==> src/rtl/irq_pkg.sv <==
package irq_pkg;
  localparam int SRC_N   = 5;
  localparam int EXT_N   = 2;
  localparam int TMR_N   = 2;
  localparam int IDX_W   = $clog2(SRC_N);
  localparam int REG_W   = 8;
  localparam int GIE_BIT = 7;
  localparam logic [REG_W-1:0] ENA_MASK = 8'h9F;

  typedef logic [IDX_W-1:0] src_idx_t;

  typedef enum logic [1:0] {
    RSEL_ENA  = 2'd0,
    RSEL_PRI  = 2'd1,
    RSEL_EXT  = 2'd2,
    RSEL_NONE = 2'd3
  } rsel_e;
endpackage

==> src/rtl/irq_ext_trigger.sv <==
module irq_ext_trigger (
  input  logic clk,
  input  logic rst_n,
  input  logic sample,
  input  logic pin_n,
  input  logic edge_mode,
  input  logic wr_en,
  input  logic wr_flag,
  input  logic ack_clr,
  output logic flag
);
  logic prev_q;
  logic flag_q;

  always_ff @(posedge clk or negedge rst_n) begin
    if (!rst_n) begin
      prev_q <= 1'b1;
    end else if (sample) begin
      prev_q <= pin_n;
    end
  end

  always_ff @(posedge clk or negedge rst_n) begin
    if (!rst_n) begin
      flag_q <= 1'b0;
    end else if (wr_en) begin
      flag_q <= wr_flag;
    end else if (edge_mode) begin
      if (sample && prev_q && !pin_n) flag_q <= 1'b1;
      else if (ack_clr)               flag_q <= 1'b0;
    end else if (sample) begin
      flag_q <= !pin_n;
    end
  end

  assign flag = flag_q;
endmodule

==> src/rtl/irq_arbiter.sv <==
module irq_arbiter
  import irq_pkg::*;
(
  input  logic [SRC_N-1:0] req,
  input  logic [SRC_N-1:0] prio,
  input  logic [1:0]       isr,
  output logic             hit,
  output logic             win_hi,
  output src_idx_t         win
);
  logic [SRC_N-1:0] hi_m;
  logic [SRC_N-1:0] lo_m;
  logic [SRC_N-1:0] sel_m;
  logic             hi_ok;
  logic             lo_ok;

  always_comb begin
    hi_m   = req & prio;
    lo_m   = req & ~prio;
    hi_ok  = (|hi_m) && !isr[1];
    lo_ok  = (|lo_m) && (isr == 2'b00);
    sel_m  = hi_ok ? hi_m : lo_m;
    hit    = hi_ok || lo_ok;
    win_hi = hi_ok;
    win    = '0;
    for (int i = SRC_N - 1; i >= 0; i--) begin
      if (sel_m[i]) win = src_idx_t'(i);
    end
  end
endmodule

==> src/rtl/irq_inservice.sv <==
module irq_inservice (
  input  logic       clk,
  input  logic       rst_n,
  input  logic       take,
  input  logic       take_hi,
  input  logic       reti,
  input  logic       ctl_acc,
  input  logic       instr_end,
  output logic [1:0] isr,
  output logic       block
);
  logic [1:0] isr_q;
  logic [1:0] isr_d;
  logic       hold_q;

  always_comb begin
    isr_d = isr_q;
    if (reti) begin
      if (isr_d[1]) isr_d[1] = 1'b0;
      else          isr_d[0] = 1'b0;
    end
    if (take) begin
      if (take_hi) isr_d[1] = 1'b1;
      else         isr_d[0] = 1'b1;
    end
  end

  always_ff @(posedge clk or negedge rst_n) begin
    if (!rst_n) begin
      isr_q  <= 2'b00;
      hold_q <= 1'b0;
    end else begin
      isr_q <= isr_d;
      if (reti || ctl_acc) hold_q <= 1'b1;
      else if (instr_end)  hold_q <= 1'b0;
    end
  end

  assign isr   = isr_q;
  assign block = hold_q || reti || ctl_acc;
endmodule

==> src/rtl/irq_vec_ctrl.sv <==
module irq_vec_ctrl
  import irq_pkg::*;
#(
  parameter int ADDR_W     = 16,
  parameter int VEC_BASE   = 3,
  parameter int VEC_STRIDE = 8
) (
  input  logic              clk,
  input  logic              rst_n,
  input  logic              s6_strobe,
  input  logic              instr_last,
  input  logic              reti_done,
  input  logic [EXT_N-1:0]  ext_n,
  input  logic [TMR_N-1:0]  tmr_req,
  input  logic              ser_req,
  input  logic              reg_we,
  input  logic              reg_rd,
  input  logic [1:0]        reg_sel,
  input  logic [REG_W-1:0]  reg_wdata,
  output logic [REG_W-1:0]  reg_rdata,
  output logic              vec_valid,
  input  logic              vec_ready,
  output logic [ADDR_W-1:0] vec_addr,
  output logic [1:0]        in_service
);
  rsel_e             sel;
  logic [REG_W-1:0]  en_q;
  logic [SRC_N-1:0]  prio_q;
  logic [EXT_N-1:0]  ext_type_q;
  logic [EXT_N-1:0]  ext_flag;
  logic [SRC_N-1:0]  src_raw;
  logic [SRC_N-1:0]  src_en;
  logic              ctl_acc;
  logic              take;
  logic              instr_end;
  logic              blocked;
  logic              hit;
  logic              win_hi;
  src_idx_t          win;
  logic              vec_valid_q;
  logic              vec_hi_q;
  src_idx_t          vec_src_q;
  logic [ADDR_W-1:0] vec_addr_q;
  logic [ADDR_W-1:0] next_addr;
  logic              poll_go;
  logic [1:0]        isr;

  assign sel       = rsel_e'(reg_sel);
  assign ctl_acc   = (reg_we || reg_rd) && (sel == RSEL_ENA || sel == RSEL_PRI);
  assign take      = vec_valid_q && vec_ready;
  assign instr_end = s6_strobe && instr_last;

  // register file
  always_ff @(posedge clk or negedge rst_n) begin
    if (!rst_n) begin
      en_q       <= '0;
      prio_q     <= '0;
      ext_type_q <= '0;
    end else if (reg_we) begin
      case (sel)
        RSEL_ENA: en_q   <= reg_wdata & ENA_MASK;
        RSEL_PRI: prio_q <= reg_wdata[SRC_N-1:0];
        RSEL_EXT: begin
          for (int e = 0; e < EXT_N; e++) ext_type_q[e] <= reg_wdata[2*e];
        end
        default: ;
      endcase
    end
  end

  always_comb begin
    reg_rdata = '0;
    case (sel)
      RSEL_ENA: reg_rdata = en_q;
      RSEL_PRI: reg_rdata[SRC_N-1:0] = prio_q;
      RSEL_EXT: begin
        for (int e = 0; e < EXT_N; e++) begin
          reg_rdata[2*e]   = ext_type_q[e];
          reg_rdata[2*e+1] = ext_flag[e];
        end
      end
      default: reg_rdata = '0;
    endcase
  end

  // external triggers
  for (genvar e = 0; e < EXT_N; e++) begin : g_ext
    logic clr_e;
    assign clr_e = take && (vec_src_q == src_idx_t'(2*e));
    irq_ext_trigger u_trig (
      .clk       (clk),
      .rst_n     (rst_n),
      .sample    (s6_strobe),
      .pin_n     (ext_n[e]),
      .edge_mode (ext_type_q[e]),
      .wr_en     (reg_we && sel == RSEL_EXT),
      .wr_flag   (reg_wdata[2*e+1]),
      .ack_clr   (clr_e),
      .flag      (ext_flag[e])
    );
  end

  // source map: even indices external, odd timers, last serial
  for (genvar s = 0; s < SRC_N; s++) begin : g_src
    if (s == SRC_N - 1) begin : g_ser
      assign src_raw[s] = ser_req;
    end else if (s % 2 == 0) begin : g_x
      assign src_raw[s] = ext_flag[s/2];
    end else begin : g_t
      assign src_raw[s] = tmr_req[s/2];
    end
  end

  assign src_en = src_raw & en_q[SRC_N-1:0] & {SRC_N{en_q[GIE_BIT]}};

  irq_arbiter u_arb (
    .req    (src_en),
    .prio   (prio_q),
    .isr    (isr),
    .hit    (hit),
    .win_hi (win_hi),
    .win    (win)
  );

  irq_inservice u_isr (
    .clk       (clk),
    .rst_n     (rst_n),
    .take      (take),
    .take_hi   (vec_hi_q),
    .reti      (reti_done),
    .ctl_acc   (ctl_acc),
    .instr_end (instr_end),
    .isr       (isr),
    .block     (blocked)
  );

  assign next_addr = ADDR_W'(VEC_BASE) + ADDR_W'(VEC_STRIDE) * ADDR_W'(win);
  assign poll_go   = instr_end && !blocked && !vec_valid_q && hit;

  always_ff @(posedge clk or negedge rst_n) begin
    if (!rst_n) begin
      vec_valid_q <= 1'b0;
      vec_hi_q    <= 1'b0;
      vec_src_q   <= '0;
      vec_addr_q  <= '0;
    end else if (poll_go) begin
      vec_valid_q <= 1'b1;
      vec_hi_q    <= win_hi;
      vec_src_q   <= win;
      vec_addr_q  <= next_addr;
    end else if (take) begin
      vec_valid_q <= 1'b0;
    end
  end

  assign vec_valid  = vec_valid_q;
  assign vec_addr   = vec_addr_q;
  assign in_service = isr;
endmodule

==> config.mk <==
export PLATFORM = sky130hd
export DESIGN_NAME = irq_vec_ctrl
export DESIGN_NICKNAME = d
export VERILOG_FILES = /design/src/rtl/irq_pkg.sv /design/src/rtl/irq_ext_trigger.sv /design/src/rtl/irq_arbiter.sv /design/src/rtl/irq_inservice.sv /design/src/rtl/irq_vec_ctrl.sv
export SDC_FILE = /design/constraint.sdc
export NUM_CORES = 1
export LEC_CHECK = 0
export BUFFER_PORTS_ARGS = -buffer_cell sky130_fd_sc_hd__buf_2
export CAP_MARGIN = 20
export CELL_PAD_IN_SITES_DETAIL_PLACEMENT = 0
export CELL_PAD_IN_SITES_GLOBAL_PLACEMENT = 1
export CORE_MARGIN = 1
export CORE_UTILIZATION = 41
export DETAILED_ROUTE_END_ITERATION = 16
export GPL_TIMING_DRIVEN = 1
export PLACE_DENSITY_LB_ADDON = 0.1
export SYNTH_ARGS = -nofsm -noshare
export SYNTH_HDL_FRONTEND = slang
export SYNTH_SLANG_ARGS = --single-unit
==> constraint.sdc <==
create_clock -name clk -period 2.25 [get_ports clk]
set_input_delay 0.225 -clock clk [delete_from_list [all_inputs] [get_ports clk]]
set_output_delay 0.225 -clock clk [all_outputs]
set_load 0.02 [all_outputs]
[After elaboration in Yosys (flattened, before gate mapping)]
Index checks and enable logic that the tools add are counted.
Cells by class
  $add $sub $neg: 1
  multiplexer cells: 28
  reductions and logical operators: 40
  bitwise gates (word level): 5
  equal/unequal tests: 5
Operators with widths (number)
  $and 5x5->5: 4
  $mux 3: 6
  $mux 1: 17
  $logic_and 1x1->1: 15
  $pmux 4 s3: 1
  $reduce_and 2->1: 5
  $reduce_or 5->1: 2
  $ne 4x1->1 const B: 2
  $add 2x6->7 const A: 1
  $logic_or 1x1->1: 6
  $reduce_bool 3->1: 2
  $logic_not 1->1: 5
  $mux 5: 1
  $not 5->5: 1
  $logic_not 2->1: 2
  $mux 2: 2
  $reduce_bool 2->1: 2
  $eq 3x2->1 const B: 1
  $logic_not 3->1: 1
  $eq 2x1->1 const B: 1
  $eq 2x2->1 const B: 1
  $pmux 1 s2: 1
Storage, ports and cells
  register bits: 41
  bits of input ports: 23
  logic and storage cells: 92
  output and inout bits: 27

[Logic depth before layout (Yosys ltp)]
  depth after elaboration: 12
  mapped depth: 6
  gate-level depth less buffers: 5

[By module]
From an unflattened synthesis, not the netlist that was laid out.
Unflattened totals
  cells, all modules: 152
  area, all modules: 1585.3 um^2
By module, submodules not included
  irq_vec_ctrl: times used 1, cells each 91, area each 1058.5 um^2, seq. area each 475.5 um^2
  irq_ext_trigger: times used 2, cells each 9, area each 103.8 um^2, seq. area each 51.3 um^2
  irq_arbiter: times used 1, cells each 30, area each 196.4 um^2, seq. area each 0.0 um^2
  irq_inservice: times used 1, cells each 13, area each 122.6 um^2, seq. area each 75.1 um^2

[Least setup slack after synthesis]
OpenSTA, ideal clock, no wires.
  path kind: register -> register
  from: reg u_isr.isr_q[1], in the netlist u_isr.isr[1]
  to: reg vec_src_q[0]
  required time: 2125 ps
  path slack: 635 ps
  arrival: 1490 ps
  buffers on the path: 0
  cell stages (with the launch flop): 6
  setup time: 125 ps
  cells stage by stage: dfrtp_1 > nor3_1 > and4bb_1 > o311ai_4 > nand2_4 > mux2_4
On the way
  word-level cells in the longest chain between the ends: 7
  elaborated cells between the ends (all ways): 11
RTL lines
  start, declared: line irq_inservice.sv:12  | logic [1:0] isr_q;
  start signal, assigned: line irq_inservice.sv:33  | isr_q <= isr_d;
  $logic_not 1->1: line irq_arbiter.sv:20  | hi_ok = (|hi_m) && !isr[1];
  $logic_and 1x1->1: line irq_arbiter.sv:20
  $mux 5: line irq_arbiter.sv:22  | sel_m = hi_ok ? hi_m : lo_m;
  $mux 3 (4 in series): line irq_arbiter.sv:27  | if (sel_m[i]) win = src_idx_t'(i);
  end signal, assigned: line irq_vec_ctrl.sv:149  | vec_src_q <= win;
  end, declared: line irq_vec_ctrl.sv:42  | src_idx_t vec_src_q;
Parallel ways exist; a longest one is shown, timed or not.
A chain may end at the register's enable or synchronous reset.

[Worst setup path after layout]
  from: reg en_q[7]
  to: reg vec_src_q[1]
On the way
  word-level cells in the longest chain between the ends: 9
  elaborated cells between the ends (all ways): 14
RTL lines
  start, declared: line irq_vec_ctrl.sv:27  | logic [REG_W-1:0] en_q;
  start signal, assigned: line irq_vec_ctrl.sv:61  | RSEL_ENA: en_q <= reg_wdata & ENA_MASK;
  $and 5x5->5 *: line irq_vec_ctrl.sv:114  | assign src_en = src_raw & en_q[SRC_N-1:0] & {SRC_N{en_q[GIE_BIT]}};
  $and 5x5->5: line irq_arbiter.sv:18  | hi_m = req & prio;
  $reduce_or 5->1: line irq_arbiter.sv:20
  $logic_and 1x1->1: line irq_arbiter.sv:20
  $mux 5: line irq_arbiter.sv:22
  $mux 3 (4 in series): line irq_arbiter.sv:27
Mark *: on every way between the ends. The rest lies on a longest branch, timed or not.

==> flow_summary_export.csv <==
group,metric,value,unit
timing,slew_violations,0,
grt,grt_max_degree,27,
cells_and_area,final_common_cell,"buf_2",
cells_and_area,areaGrowthSynthToFinish,13.0,%
clock_network,clk_latency,0.27,ns
cells_and_area,stdcell_count,237,
timing,hold_viol_final,0,
die,coreArea,3720,um2
power,power,0.00129,W
critical_path,reg2reg_to,"vec_src_q[1]",
power,power-per-cell-area,711,nW/um2
routing,drc,0,
critical_path,startpoint_type,"flip-flop",
power,p_clk_share,23.6,%
clock_network,post_cts_buffers,0,
timing,fin_skew,0.00863,ns
routing,ant_nets,0,
status,status,"finished, final reports clean",
critical_path,endpoint_kind,"flip-flop",
synthesis,yosysWarnings,0,
grt,gr-total-overflow,0,
clock_network,numCtsBuffers,3,
hold_path,min_to,"en_q[7]",
cells_and_area,fin_area,1810,um2
critical_path,worstRegToRegCells,5,
die,rows,22,
clock_network,cts_tree,"built",
run,maxCapViolations,0,
routing,vias,1233,
critical_path,crit_type,"reg2reg",
clock_network,clock_path_buffers,2,
synthesis,synth_seq_area_share,40.8,%
routing,post_drt_wl_per_cell,14.6,um
cells_and_area,layout_common_cells,"34 x buf_2, 24 x dfrtp_1, 14 x nand2_1",
clock_network,cts_sinks,26,
grt,grtUsageTotal,18.4,%
grt,use_met3,3.87,%
critical_path,r2r_slack,0.39,ns
placement,placed_cells,232,
grt,grt_pass1_vias,1194,
power,p_comb_share,26.8,%
clock_network,clkTransAtPathRegs,0.09,ns
synthesis,synth_top_area_share,37.5,%
critical_path,reg2reg_from,"en_q[7]",
power,leakage,0.862,nW
synthesis,syn_avg_cell_area,10.3,um2
grt,grt_pass1_wl,5820,um
synthesis,synth_area_leaders,"dfrtp_1 38%, mux2_1 7.7%, buf_4 6.6%",
power,p_sw,0.000439,W
grt,antenna_found_initial,0,
timing,rsz0062_at_grt,"no",
timing,slew_headroom,58.2,%
power,p_seq_share,49.6,%
hold_path,worstHoldPathType,"in2reg",
die,ios,50,
synthesis,yosysTopAreaCell,"dfrtp_1",
timing,tns,0,ns
die,dieArea,4160,um2
power,p_int,0.000846,W
critical_path,critPathRequiredTime,2.42,ns
power,max-vdd-ir-drop,328,uV
routing,viasPerCell,5.20,
placement,dp_hpwl,2670,um
routing,dr.pass1.iters,4,
die,start_util,43.1,%
die,die_h,64.5,um
timing,setup_viol,0,
grt,use_met1,24.7,%
hold_path,hp-start,"reg_wdata[7]",
cells_and_area,nets,213,
synthesis,synth_cells,155,
timing,period_needed,1.86,ns
synthesis,synth_cell_types,40,
cells_and_area,antenna_cells,0,
clock_network,htreeDepth,1,
die,fp.dieW,64.5,um
routing,wl,3460,um
placement,portBuffers,34,
grt,use_met2,29.6,%
placement,place_congestion,0.875,
critical_path,cp_data_arrival_time,2.02,ns
clock_network,cts_root_buf,"clkbuf_8",
placement,place_area,1740,um2
grt,grt.busiest_layer,"met2",
hold_path,min_path_cells,2,
power,p_sw_share,34.2,%
timing,post-route-period-util,82.6,%
synthesis,synth_seq_cells,26,
timing,max_slew.worst_pin.slew,0.624,ns
critical_path,cp_max_fo,13,
routing,drtIter0Drc,54,
timing,clock.fmax,538,MHz
synthesis,syn_area,1600,um2
cells_and_area,drive_above_1_share,29.1,%
-- stage by stage --
stage          worst slack [ns]  hold WS (ns)  util (%)
2_1_floorplan             0.635       -0.0706         -
4_1_cts                   0.390         0.156      48.7
6_report                  0.393         0.167      48.7
3_5_place_dp              0.394         0.266      46.9
5_1_grt                   0.242         0.170      48.7
3_3_place_gp              0.426         0.257      46.9
-- state kept, by name, indices dropped and copies added, names as in the netlist --
register / flops
en_q: 6
prio_q: 5
vec_src_q: 3
ext_type_q: 2
g_ext.u_trig.flag: 2
g_ext.u_trig.prev_q: 2
u_isr.isr: 2
u_isr.hold_q: 1
vec_addr: 1
vec_hi_q: 1
vec_valid: 1
-- worst max-delay path, stage by stage (launching register included) --
cell	delay [ns]
dfrtp_1	0.64
nand3_1	0.12
nor2_1	0.34
nor2_1	0.13
a32o_1	0.28
mux2_4	0.25
-- cells by family after synthesis --
kind of cell,share of synthesized area [%]
and+or+nand+nor,19.7
DFF,40.8
AOI/OAI and AO/OA,12.6
muxes,16.8
buffers and inverters,9.92
other,0.234
-- area by class of cell --
type,count,area (um2)
inverters,7,26.3
multi-input cells,117,835
well taps,48,60.1
flip-flops and latches,26,653
clock buffers,4,55.1
fillers,359,1910
repair buffers,35,180
-- layer usage --
metal / wire (um) / vias up / part of all wire (%)
li1: - / 595 / -
met1: 1620 / 605 / 47
met2: 1680 / 29 / 49
met3: 115 / 4 / 3.3
met4: 43 / 0 / 1.2
met5: 0 / - / 0
-- power groups by stage --
stage                     clock network (W)  logic, W  registers [W]
after detailed placement                  0  0.000344       0.000647
after global routing               0.000333  0.000384       0.000652
final                              0.000303  0.000344       0.000638
after global placement                    0  0.000340       0.000641
after floorplan                           0  0.000271       0.000630
after CTS                          0.000314  0.000348       0.000638
-- worst max-delay path by stage --
stage	startpoint	end
after floorplan	u_isr.isr[1]	vec_src_q[0]
after global placement	en_q[7]	vec_src_q[1]
after detailed placement	en_q[7]	vec_src_q[0]
after CTS	en_q[7]	vec_src_q[0]
after global routing	en_q[7]	vec_src_q[2]
final	en_q[7]	vec_src_q[1]
-- synthesized netlist by cell type (all sizes together) --
master,count
mux2i,7
a32o,1
nand4b,2
mux2,17
nand4,5
nand3b,2
a21oi,5
nor2,6
a2bb2oi,1
o21bai,3
nor3b,3
dfstp,2
o221ai,1
buf,17
nor2b,2
dfrtp,24
nand2,15
and4bb,1
conb,1
nor3,3
a22oi,1
a31oi,3
nand3,8
inv,7
nand2b,3
or2,1
o21ai,13
o311ai,1
-- timing repair --
item	in CTS	in global routing
endpoints found under the hold margin	24	0
resized for setup	0	0
hold buffers	1	0
Power figures use the tool's default switching activity.
